### src/rtl/scl_clkgen_pkg.sv
package scl_clkgen_pkg;

    typedef enum logic [1:0] {
        ST_IDLE  = 2'd0,
        ST_LOW   = 2'd1,
        ST_HIGH  = 2'd2,
        ST_FAULT = 2'd3
    } scl_state_e;

endpackage

### src/rtl/scl_period_calc.sv
module scl_period_calc #(
    parameter int RATE_W   = 8,
    parameter int PS_W     = 2,
    parameter int NORM_DIV = 2,
    parameter int MIN_RATE = 10,
    parameter int LEN_W    = 17
) (
    input  logic [RATE_W-1:0] bit_rate,
    input  logic [PS_W-1:0]   pre_sel,
    input  logic              hs_mode,
    output logic [LEN_W-1:0]  phase_len,
    output logic              rate_ok
);

    logic [LEN_W-1:0] factor;
    logic [LEN_W-1:0] half_ticks;

    always_comb begin
        // factor = 4 ** pre_sel
        factor     = LEN_W'(1) << (2 * pre_sel);
        half_ticks = LEN_W'(8) + LEN_W'(bit_rate) * factor;
        rate_ok    = (32'(bit_rate) >= MIN_RATE);
    end

    generate
        if (NORM_DIV == 1) begin : g_no_div
            assign phase_len = half_ticks;
        end else begin : g_div
            assign phase_len = hs_mode ? half_ticks : half_ticks * LEN_W'(NORM_DIV);
        end
    endgenerate

endmodule

### src/rtl/scl_phase_cnt.sv
module scl_phase_cnt #(
    parameter int LEN_W = 17
) (
    input  logic             clk,
    input  logic             rst_n,
    input  logic             clear,
    input  logic             run,
    input  logic [LEN_W-1:0] limit,
    output logic             done
);

    logic [LEN_W-1:0] cnt;

    assign done = run && (cnt == limit - LEN_W'(1));

    always_ff @(posedge clk or negedge rst_n) begin
        if (!rst_n) begin
            cnt <= '0;
        end else if (clear || !run || done) begin
            cnt <= '0;
        end else begin
            cnt <= cnt + LEN_W'(1);
        end
    end

endmodule

### src/rtl/scl_clkgen.sv
module scl_clkgen
    import scl_clkgen_pkg::*;
#(
    parameter int RATE_W   = 8,
    parameter int PS_W     = 2,
    parameter int NORM_DIV = 2,
    parameter int MIN_RATE = 10
) (
    input  logic              clk,
    input  logic              rst_n,
    input  logic              enable,
    input  logic              hs_mode,
    input  logic [RATE_W-1:0] bit_rate,
    input  logic [PS_W-1:0]   pre_sel,
    output logic              scl_low,
    output logic              scl_tick,
    output logic              rate_err
);

    localparam int MAX_SHIFT = 2 * ((1 << PS_W) - 1);
    localparam int LEN_W     = RATE_W + MAX_SHIFT + $clog2(NORM_DIV + 1) + 1;

    scl_state_e       state, nxt;
    logic [LEN_W-1:0] new_len;
    logic [LEN_W-1:0] len_q;
    logic             rate_ok;
    logic             phase_done;
    logic             phase_run;
    logic             tick_q;

    scl_period_calc #(
        .RATE_W  (RATE_W),
        .PS_W    (PS_W),
        .NORM_DIV(NORM_DIV),
        .MIN_RATE(MIN_RATE),
        .LEN_W   (LEN_W)
    ) u_calc (
        .bit_rate (bit_rate),
        .pre_sel  (pre_sel),
        .hs_mode  (hs_mode),
        .phase_len(new_len),
        .rate_ok  (rate_ok)
    );

    assign phase_run = (state == ST_LOW) || (state == ST_HIGH);

    scl_phase_cnt #(
        .LEN_W(LEN_W)
    ) u_cnt (
        .clk  (clk),
        .rst_n(rst_n),
        .clear(!enable),
        .run  (phase_run),
        .limit(len_q),
        .done (phase_done)
    );

    always_comb begin
        nxt = state;
        unique case (state)
            ST_IDLE: begin
                if (enable) nxt = rate_ok ? ST_LOW : ST_FAULT;
            end
            ST_LOW: begin
                if (!enable)         nxt = ST_IDLE;
                else if (phase_done) nxt = ST_HIGH;
            end
            ST_HIGH: begin
                if (!enable)         nxt = ST_IDLE;
                else if (phase_done) nxt = rate_ok ? ST_LOW : ST_FAULT;
            end
            ST_FAULT: begin
                if (!enable)      nxt = ST_IDLE;
                else if (rate_ok) nxt = ST_LOW;
            end
            default: nxt = ST_IDLE;
        endcase
    end

    always_ff @(posedge clk or negedge rst_n) begin
        if (!rst_n) begin
            state  <= ST_IDLE;
            len_q  <= LEN_W'(8);
            tick_q <= 1'b0;
        end else begin
            state  <= nxt;
            tick_q <= (nxt != state) && ((nxt == ST_LOW) || (nxt == ST_HIGH));
            if ((nxt == ST_LOW) && (state != ST_LOW)) begin
                len_q <= new_len;
            end
        end
    end

    always_comb begin
        scl_low  = (state == ST_LOW);
        rate_err = (state == ST_FAULT);
        scl_tick = tick_q;
    end

endmodule

### config.mk
export PLATFORM = sky130hd
export DESIGN_NAME = scl_clkgen
export DESIGN_NICKNAME = d
export VERILOG_FILES = /design/src/rtl/scl_clkgen_pkg.sv /design/src/rtl/scl_period_calc.sv /design/src/rtl/scl_phase_cnt.sv /design/src/rtl/scl_clkgen.sv
export SDC_FILE = /design/constraint.sdc
export NUM_CORES = 1
export LEC_CHECK = 0
export BUFFER_PORTS_ARGS = -buffer_cell sky130_fd_sc_hd__buf_2
export CAP_MARGIN = 0
export CORE_MARGIN = 2
export CORE_UTILIZATION = 55
export CTS_BUF_LIST = sky130_fd_sc_hd__clkbuf_16
export DETAILED_ROUTE_END_ITERATION = 16
export PLACE_DENSITY = 0.72
export SYNTH_ARGS = -nofsm -noshare
export SYNTH_HDL_FRONTEND = slang
export SYNTH_HIERARCHICAL = 1
export SYNTH_SLANG_ARGS = --single-unit
export TNS_END_PERCENT = 20
### constraint.sdc
create_clock -name clk -period 11.6 [get_ports clk]
set_input_delay 2.32 -clock clk [delete_from_list [all_inputs] [get_ports clk]]
set_output_delay 2.32 -clock clk [all_outputs]
set_load 0.05 [all_outputs]
Word level (Yosys, flattened, before mapping). Index checks and enable logic that the tools add are counted.

Register bits: 37. Bits in latches: 0. Bits in writable memories: 0. Bits in read-only memories: 0. Input port bits: 14. Memories: 0.

Add/subtract/negate cells: 3. Multipliers: 1. Div/mod/pow operators: 0. Order comparisons: 1. Eq/ne operators: 8. Shift operators: 1. Mux-type cells: 11. Bitwise operators: 0. Reduce and logical (&&, ||, !) cells: 10.

Operators by type and width (number): $mux 17 (2); $add 17x1->17 const B (1); $add 4x17->17 const A (1); $eq 17x17->1 (1); $mul 8x17->17 (1); $shl 1x3->17 const A (1); $sub 17x1->17 const B (1); $mux 2 (8); $ge 8x4->1 const B (1); $pmux 2 s4 (1); $eq 2x2->1 const B (3); $eq 2x1->1 const B (2); $logic_or 1x1->1 (4); $logic_and 1x1->1 (3); $logic_not 1->1 (2); $logic_not 2->1 (1); $ne 2x1->1 const B (1); $ne 2x2->1 (1).

Depth between registers and ports, before layout. Gate-level depths: netlist (run 1).

Depth after elaboration: 9. Mapped depth: 16.

Hierarchy. The synthesis (run 1) kept the hierarchy.

Modules (own cells, without submodules): scl_phase_cnt (instances 1, cells an instance 176, area an instance 1501.4 um^2, seq. area each 425.4 um^2); scl_period_calc (instances 1, cells an instance 172, area an instance 1435.1 um^2, seq. area each 0.0 um^2); scl_clkgen (instances 1, cells an instance 69, area an instance 920.9 um^2, seq. area each 501.7 um^2).

Least setup slack after synthesis (run 1). No wires, ideal clock.

Path kind: input -> register. From: input pre_sel[1]. To: register len_q[14]. Setup time: 0.128 ns. Arrival time: 5.995 ns. Required time: 11.472 ns. Slack: 5.477 ns. Stages: 14. Buffers on the path: 1. Cell sequence: clkbuf_1 -> nor2_1 -> and2_1 -> ha_1 -> ha_1 -> fa_1 -> fa_1 -> ha_1 -> a21o_1 -> a22o_1 -> o41ai_4 -> nor3b_1 -> nor4_1 -> mux2_1.

Word-level cells in the longest chain between the ends: 4.

Ends and longest elaborated chain: start, declared (line scl_clkgen.sv:14) `input logic [PS_W-1:0] pre_sel,`; $shl 1x3->17 (line scl_period_calc.sv:20) `factor = LEN_W'(1) << (2 * pre_sel);`; $mul 8x17->17 (line scl_period_calc.sv:21) `half_ticks = LEN_W'(8) + LEN_W'(bit_rate) * factor;`; $add 4x17->17 (line scl_period_calc.sv:21); $mux 17 (line scl_period_calc.sv:29) `assign phase_len = hs_mode ? half_ticks : half_ticks * LEN_W'(NORM_DIV);`; net new_len[14] (line scl_clkgen.sv:24) `logic [LEN_W-1:0] new_len;`; end signal, assigned (line scl_clkgen.sv:89) `len_q <= new_len;`; end, declared (line scl_clkgen.sv:25) `logic [LEN_W-1:0] len_q;`.

The timed path passes the listed nets, and every way through them passes these cells. A chain may end at the register's enable or synchronous reset.

Worst setup path in the final report (run 1).
From: input pre_sel[0]. To: register len_q[13].

The elaborated chain is that of the path after synthesis.

==> results of run 1 <==
-- state kept, by name, indices dropped and copies added (netlist names) --
signal     count
state          2
u_cnt/cnt     17
scl_tick       1
len_q         17
-- worst reg2reg max path: stages (launching register included) --
cell,delay [ns]
dfrtp_1,0.47
inv_1,0.09
ha_1,0.19
nor3b_2,0.44
nand2_1,0.15
xnor2_1,0.22
o2111ai_2,0.19
nor4_4,0.27
buf_4,0.30
a21boi_1,0.11
o221ai_1,0.28
o211a_1,0.23
ha_1,0.16
nor2b_1,0.12
buf_4,0.25
mux2_1,0.36
-- layer usage --
metal	global-route usage, %	wire [um]	vias to the layer above
li1	-	-	1497
met1	31.0	3780	1401
met2	35.0	3570	32
met3	3.86	177	8
met4	4.34	62	0
met5	0	0	-
-- cells in the final DEF (no fill, tap or decap), types with 7 or more instances in the layout --
cell type	netlist	final
a21oi_1	12	12
and2_1	22	22
and3_1	12	12
buf_2	4	16
dfrtp_1	36	36
fa_1	9	9
ha_1	45	45
inv_1	17	17
mux2_1	17	17
nand2_1	38	38
nand3_1	16	16
nand4_1	7	7
nor2_1	28	28
nor2b_1	7	7
nor3_1	7	7
o21ai_0	7	7
xnor2_1	23	23
xor2_1	22	22
-- cells in the mapped netlist (8+ instances only) --
cell / number
a21oi_1: 12
dfrtp_1: 36
and3_1: 12
nand2_1: 38
nor2_1: 28
clkbuf_1: 8
fa_1: 9
and2_1: 22
xnor2_1: 23
ha_1: 45
xor2_1: 22
inv_1: 17
mux2_1: 17
nand3_1: 16
-- how the worst max path moves through the flow --
stage	depth (start not counted)	startpoint	end	slack (ns)
final	16	pre_sel[0]	len_q[13]	5.35
after detailed placement	16	pre_sel[0]	len_q[13]	5.06
after global routing	16	pre_sel[0]	len_q[15]	5.10
after global placement	16	pre_sel[1]	len_q[14]	5.16
after CTS	16	pre_sel[0]	len_q[13]	5.35
after floorplan	14	pre_sel[1]	len_q[14]	5.48
-- per-stage QoR --
stage	hold WS, ns	cells	setup slack (ns)
after floorplan	0.478	417	5.48
after global placement	0.513	517	5.16
after detailed placement	0.523	517	5.06
after CTS	0.541	525	5.35
after global routing	0.587	525	5.10
final	0.539	525	5.35
-- cell families (layout without fill, tap and decap cells) --
group	after synthesis	in the layout
compound gates	53	53
xor+xnor	45	45
fa+ha+maj	54	54
buf+inv	33	45
flops	37	37
mux	24	24
simple gates	171	171
-- power groups by stage --
stage / Clock (mW) / Combinational [mW] / Sequential [mW]
after floorplan: 0 / 0.221 / 0.204
after global placement: 0 / 0.263 / 0.212
after detailed placement: 0 / 0.269 / 0.213
after CTS: 0.176 / 0.273 / 0.211
after global routing: 0.183 / 0.304 / 0.218
final: 0.175 / 0.273 / 0.211
-- cell type report --
class	count	share of cell area (%)
clock buffer	5	2.98
clock inverter	3	1.55
inverter	19	1.70
multi-input combinational	347	66.5
sequential	37	22.1
tap	96	2.86
timing repair buffer	18	2.27
==> flow_summary_export.csv, run 1 <==
group,metric,value,unit
power_and_ir_drop,finalPower,0.658,mW
routing,first_iter_violations,138,
timing,min_period,6.25,ns
outcome,outcome,"finished clean",
logic_synthesis,yosys.area_share.adder,19.3,%
global_routing,grt_usage,21.8,%
final_layout,fin_area,4200,um^2
timing,rsz0062_at_grt,"false",
timing,worst_pin_slew,1.11,ns
logic_synthesis,synth_top_family_by_area,"simple AND/OR/NAND/NOR gates",
logic_synthesis,syn_area_per_cell,9.25,um^2
logic_synthesis,ys_seq_area_share,24.0,%
placed_design,place.gp.congestion,0.901,
timing,fmax,160,MHz
worst_setup_path,worstPathMaxFanout,12,
logic_synthesis,ys_top_cells_by_area,"dfrtp_1, ha_1, xnor2_1",
final_layout,area_growth,8.79,%
hold_path,hold_depth,1,
timing,finalMaxSlewViolations,0,
worst_setup_path,worstPathCellList,"buf_2 > nor2b_1 > and2_1 > ha_1 > ha_1 > inv_1 > fa_1 > inv_1 > fa_1 > ha_1 > a21o_1 > a221oi_1 > o2bb2ai_1 > xor2_1 > a221oi_1 > mux2_1",
final_layout,multi_input_area,2790,um^2
timing,period_share,53.9,%
timing,max_slew_margin,25.6,%
worst_setup_path,r2r_end,"len_q[15]",
cts,clk_latency,0.28,ns
worst_setup_path,crit_type,"in -> reg",
cts,htree_levels,2,
power_and_ir_drop,p_leak,2.08,nW
routing,route.detailed.drc,0,
timing,hold_viol,0,
worst_setup_path,critPathBufInv,3,
routing,vias,2938,
worst_setup_path,crit_family,"adder cells",
logic_synthesis,mappedNetlistNets,485,
logic_synthesis,ys.flop_type,"dfrtp_1",
logic_synthesis,synthCells,417,
cts,clock_sinks,37,
worst_setup_path,critical_path_required,11.76,ns
logic_synthesis,synth_compound_area_share,10.8,%
placed_design,placed_cell_area,4010,um^2
final_layout,fillers,572,
routing,routed_via_density,5.60,
timing,setup_tns,0,ns
power_and_ir_drop,pwr-share-clk,26.5,%
hold_path,hold_class,"reg -> reg",
power_and_ir_drop,pwr-share-comb,41.5,%
final_layout,seq_area,927,um^2
routing,ant_nets,0,
logic_synthesis,synth_warnings,6,
placed_design,hpwl,5790,um
worst_setup_path,rrSetupSlack,7.65,ns
cts,ctsHoldBuffers,0,
floorplanning,fp.dieArea,7700,um^2
global_routing,grt_max_degree,38,
power_and_ir_drop,p_int,0.404,mW
floorplanning,die_y,87.7,um
global_routing,grt_pass1_vias,2911,
final_layout,fin_util,61.8,%
cts,post-cts-setup-buffers,0,
cts,ctsResizeCount,0,
global_routing,grt_overflow,0,
cts,cts-buffers-inserted,5,
hold_path,hold_end,"len_q[16]",
hold_path,hold_start,"len_q[16]",
logic_synthesis,synth_top_area_share,23.4,%
cts,clk_pin_slew,0.06,ns
timing,setup_viol,0,
power_and_ir_drop,power.switching,0.255,mW
worst_setup_path,arrival,6.40,ns
power_and_ir_drop,power-per-cell-area,157,nW/um^2
logic_synthesis,ys_seq_elements,37,
floorplanning,dieWidth,87.7,um
job,cap_violations,0,
floorplanning,core-area,6790,um^2
logic_synthesis,yosys.area.top_type,"dfrtp_1",
cts,cts_root_buf,"clkbuf_16",
routing,wl,7590,um
worst_setup_path,rr_worst_depth,15,
placed_design,numPortBuffers,16,
worst_setup_path,path_common_cell,"ha_1",
logic_synthesis,synthMuxAreaShare,6.94,%
power_and_ir_drop,pwr-share-seq,32.0,%
worst_setup_path,endpoint_kind,"flop",
global_routing,antenna_found_initial,0,
routing,drt-pass1-iter-count,4,
logic_synthesis,netlist_area,3860,um^2
cts,cts_tree,"yes",
logic_synthesis,synth_edf_count,0,
floorplanning,placementRows,30,
worst_setup_path,slowest_stage,"fa_1",
final_layout,final_nets,496,
logic_synthesis,synth_xor_area_share,10.2,%
global_routing,grt_pass1_wl,13700,um
cts,clk_path_buf_depth,2,
logic_synthesis,synth_simple_gate_area_share,25.1,%
floorplanning,start_util,56.8,%
worst_setup_path,startpoint_type,"input pin",
worst_setup_path,r2r-start,"len_q[0]",
logic_synthesis,synth-async-reset-ratio,100,%
final_layout,antennaDiodeCount,0,
worst_setup_path,max_stage_delay,0.52,ns
power_and_ir_drop,sw_frac_of_total,38.7,%
logic_synthesis,synth_cell_types,65,
power_and_ir_drop,ir_drop,0.135,mV
routing,wire_per_inst,14.5,um
floorplanning,io_pins,17,
final_layout,drive_above_1_share,11.9,%
timing,finClkSkew,0.00472,ns
(Power assumes the default switching activity.)
==> run 2: changes to the inputs <==
- PLACE_DENSITY: 0.72 -> 0.75
- clock period: 11.6 -> 5 ns (I/O delays scaled with it)
==> run 2 against run 1 <==
Combinational power increased by 130%. Worst hold slack improved by 0.0066 ns. Clock power increased by 64%. Sequential share of layout area decreased by 0.22 points. Flip-flop and latch count unchanged. Via count increased by 2.9%. Final cell count increased by 2.3%. Global-route usage decreased by 0.23 points. Setup slack got worse by 5.1 ns. Largest cell class unchanged. Sequential power increased by 130%. Critical path depth unchanged. Largest power group unchanged.
==> flow_summary_export.csv, run 2 (synthesis results as in run 1) <==
group,metric,value,unit
floorplanning,core-area,6790,um^2
cts,htree_levels,2,
routing,drt-pass1-iter-count,4,
floorplanning,fp.dieArea,7700,um^2
final_layout,largestRegisters,"len_q (17), u_cnt/cnt (17), state (2)",
floorplanning,placementRows,30,
power_and_ir_drop,finalPower,1.41,mW
final_layout,final_common_cell,"ha_1",
global_routing,grt_pass1_vias,2894,
cts,clk_path_buf_depth,2,
routing,wl,7590,um
routing,vias,3023,
final_layout,fin_util,62.4,%
final_layout,final_nets,508,
cts,post-cts-setup-buffers,0,
global_routing,antenna_found_initial,0,
power_and_ir_drop,p_leak,2.11,nW
cts,clk_pin_slew,0.05,ns
outcome,outcome,"finished clean",
cts,cts_tree,"yes",
cts,clock_sinks,37,
placed_design,placed_cell_area,4100,um^2
final_layout,fin_area,4240,um^2
routing,route.detailed.drc,0,
cts,ctsHoldBuffers,0,
worst_setup_path,critical_path_required,5.16,ns
global_routing,grt_overflow,0,
cts,cts-buffers-inserted,5,
floorplanning,io_pins,17,
worst_setup_path,endpoint_kind,"flop",
timing,setup_tns,0,ns
routing,ant_nets,0,
timing,min_period,4.73,ns
placed_design,numPortBuffers,16,
floorplanning,die_y,87.7,um
final_layout,drive_above_1_share,13.8,%
timing,finalMaxSlewViolations,0,
routing,wire_per_inst,14.1,um
cts,cts_root_buf,"clkbuf_16",
job,cap_violations,0,
global_routing,grt_pass1_wl,13400,um
timing,fmax,211,MHz
final_layout,antennaDiodeCount,0,
worst_setup_path,crit_type,"in -> reg",
global_routing,grt_usage,21.5,%
floorplanning,start_util,56.8,%
hold_path,hold_class,"reg -> reg",
final_layout,final_cell_mix,"ha_1, nand2_1, dfrtp_1",
timing,max_slew_margin,22.6,%
worst_setup_path,worstPathMaxFanout,8,
final_layout,area_growth,9.86,%
timing,finClkSkew,0.00524,ns
timing,setup_viol,0,
timing,period_share,94.6,%
worst_setup_path,startpoint_type,"input pin",
timing,worst_pin_slew,1.16,ns
global_routing,grt_max_degree,38,
final_layout,fillers,579,
routing,first_iter_violations,174,
placed_design,dp_cells,529,
timing,rsz0062_at_grt,"false",
routing,routed_via_density,5.63,
placed_design,place.gp.congestion,0.856,
worst_setup_path,arrival,4.89,ns
power_and_ir_drop,ir_drop,0.429,mV
timing,hold_viol,0,
placed_design,hpwl,5840,um
cts,clk_latency,0.28,ns
power_and_ir_drop,power-per-cell-area,334,nW/um^2
floorplanning,dieWidth,87.7,um
final_layout,final_cells,537,
[run 2: cell types whose count changed in the layout (fill, tap and decap cells not counted)]
cell / delta
inv_1: +3
buf_4: +12
clkinv_2: -1
bufinv_16: -2
o31ai_2: +1
o31ai_1: -1
[run 2: layer usage]
| metal | global-route usage (%) | part of all wire (%) | vias up |
|---|---|---|---|
| met1 | 30.6 | 49 | 1445 |
| met5 | 0 | 0 | - |
| met3 | 3.20 | 2.5 | 9 |
| met4 | 3.92 | 0.95 | 0 |
| li1 | - | - | 1520 |
| met2 | 35.4 | 47 | 49 |
[run 2: path summary, 6_finish.rpt]
kind	endpoint	start	slack, ns	depth (start not counted)
worst max-delay path	len_q[11]	pre_sel[1]	0.27	16
worst min-delay path	len_q[16]	len_q[16]	0.55	1
worst max register to register	len_q[15]	len_q[0]	1.00	15
worst min register to register	len_q[16]	len_q[16]	0.55	1
max in group asynchronous	u_cnt/cnt[3]	rst_n	3.63	1
min in group asynchronous	u_cnt/cnt[15]	rst_n	0.83	1
[run 2: cell type report]
| type | count | area [um^2] | share of cell area [%] |
|---|---|---|---|
| inverters | 19 | 71.3 | 1.68 |
| well taps | 96 | 120 | 2.83 |
| clock inverters | 3 | 11.3 | 0.266 |
| flip-flops and latches | 37 | 927 | 21.9 |
| repair buffers | 30 | 185 | 4.37 |
| clock buffers | 5 | 125 | 2.95 |
| multi-input cells | 347 | 2800 | 66.0 |
[run 2: where the power goes]
| part | internal (mW) | switching, mW | total, mW | leakage (nW) |
|---|---|---|---|---|
| combinational | 0.290 | 0.350 | 0.640 | 1.54 |
| clock | 0.179 | 0.108 | 0.287 | 0.0776 |
| sequential | 0.370 | 0.118 | 0.488 | 0.492 |
| total | 0.839 | 0.576 | 1.41 | 2.11 |
[run 2: critical path, cell delays in order]
cell      delay, ns
buf_2          0.14
nor2b_1        0.27
and2_1         0.18
ha_1           0.23
ha_1           0.27
inv_1          0.05
fa_1           0.52
inv_1          0.05
fa_1           0.47
ha_1           0.36
a21o_1         0.23
a221oi_1       0.32
buf_4          0.18
xnor2_1        0.07
mux2_2         0.27
mux2_1         0.29
[run 2: per-stage QoR]
stage / worst slack (ns) / hold slack, ns
3_3_place_gp: 0.0689 / 0.513
3_5_place_dp: -0.000719 / 0.531
4_1_cts: 0.272 / 0.549
5_1_grt: 0.0731 / 0.584
2_1_floorplan: 0.197 / 0.478
6_report: 0.270 / 0.546
[run 2: timing repair]
action / 4_1_cts / 5_1_grt
endpoints found under the hold margin: 0 / 0
gates resized for setup: 0 / 1
setup endpoints to repair: 0 / 1
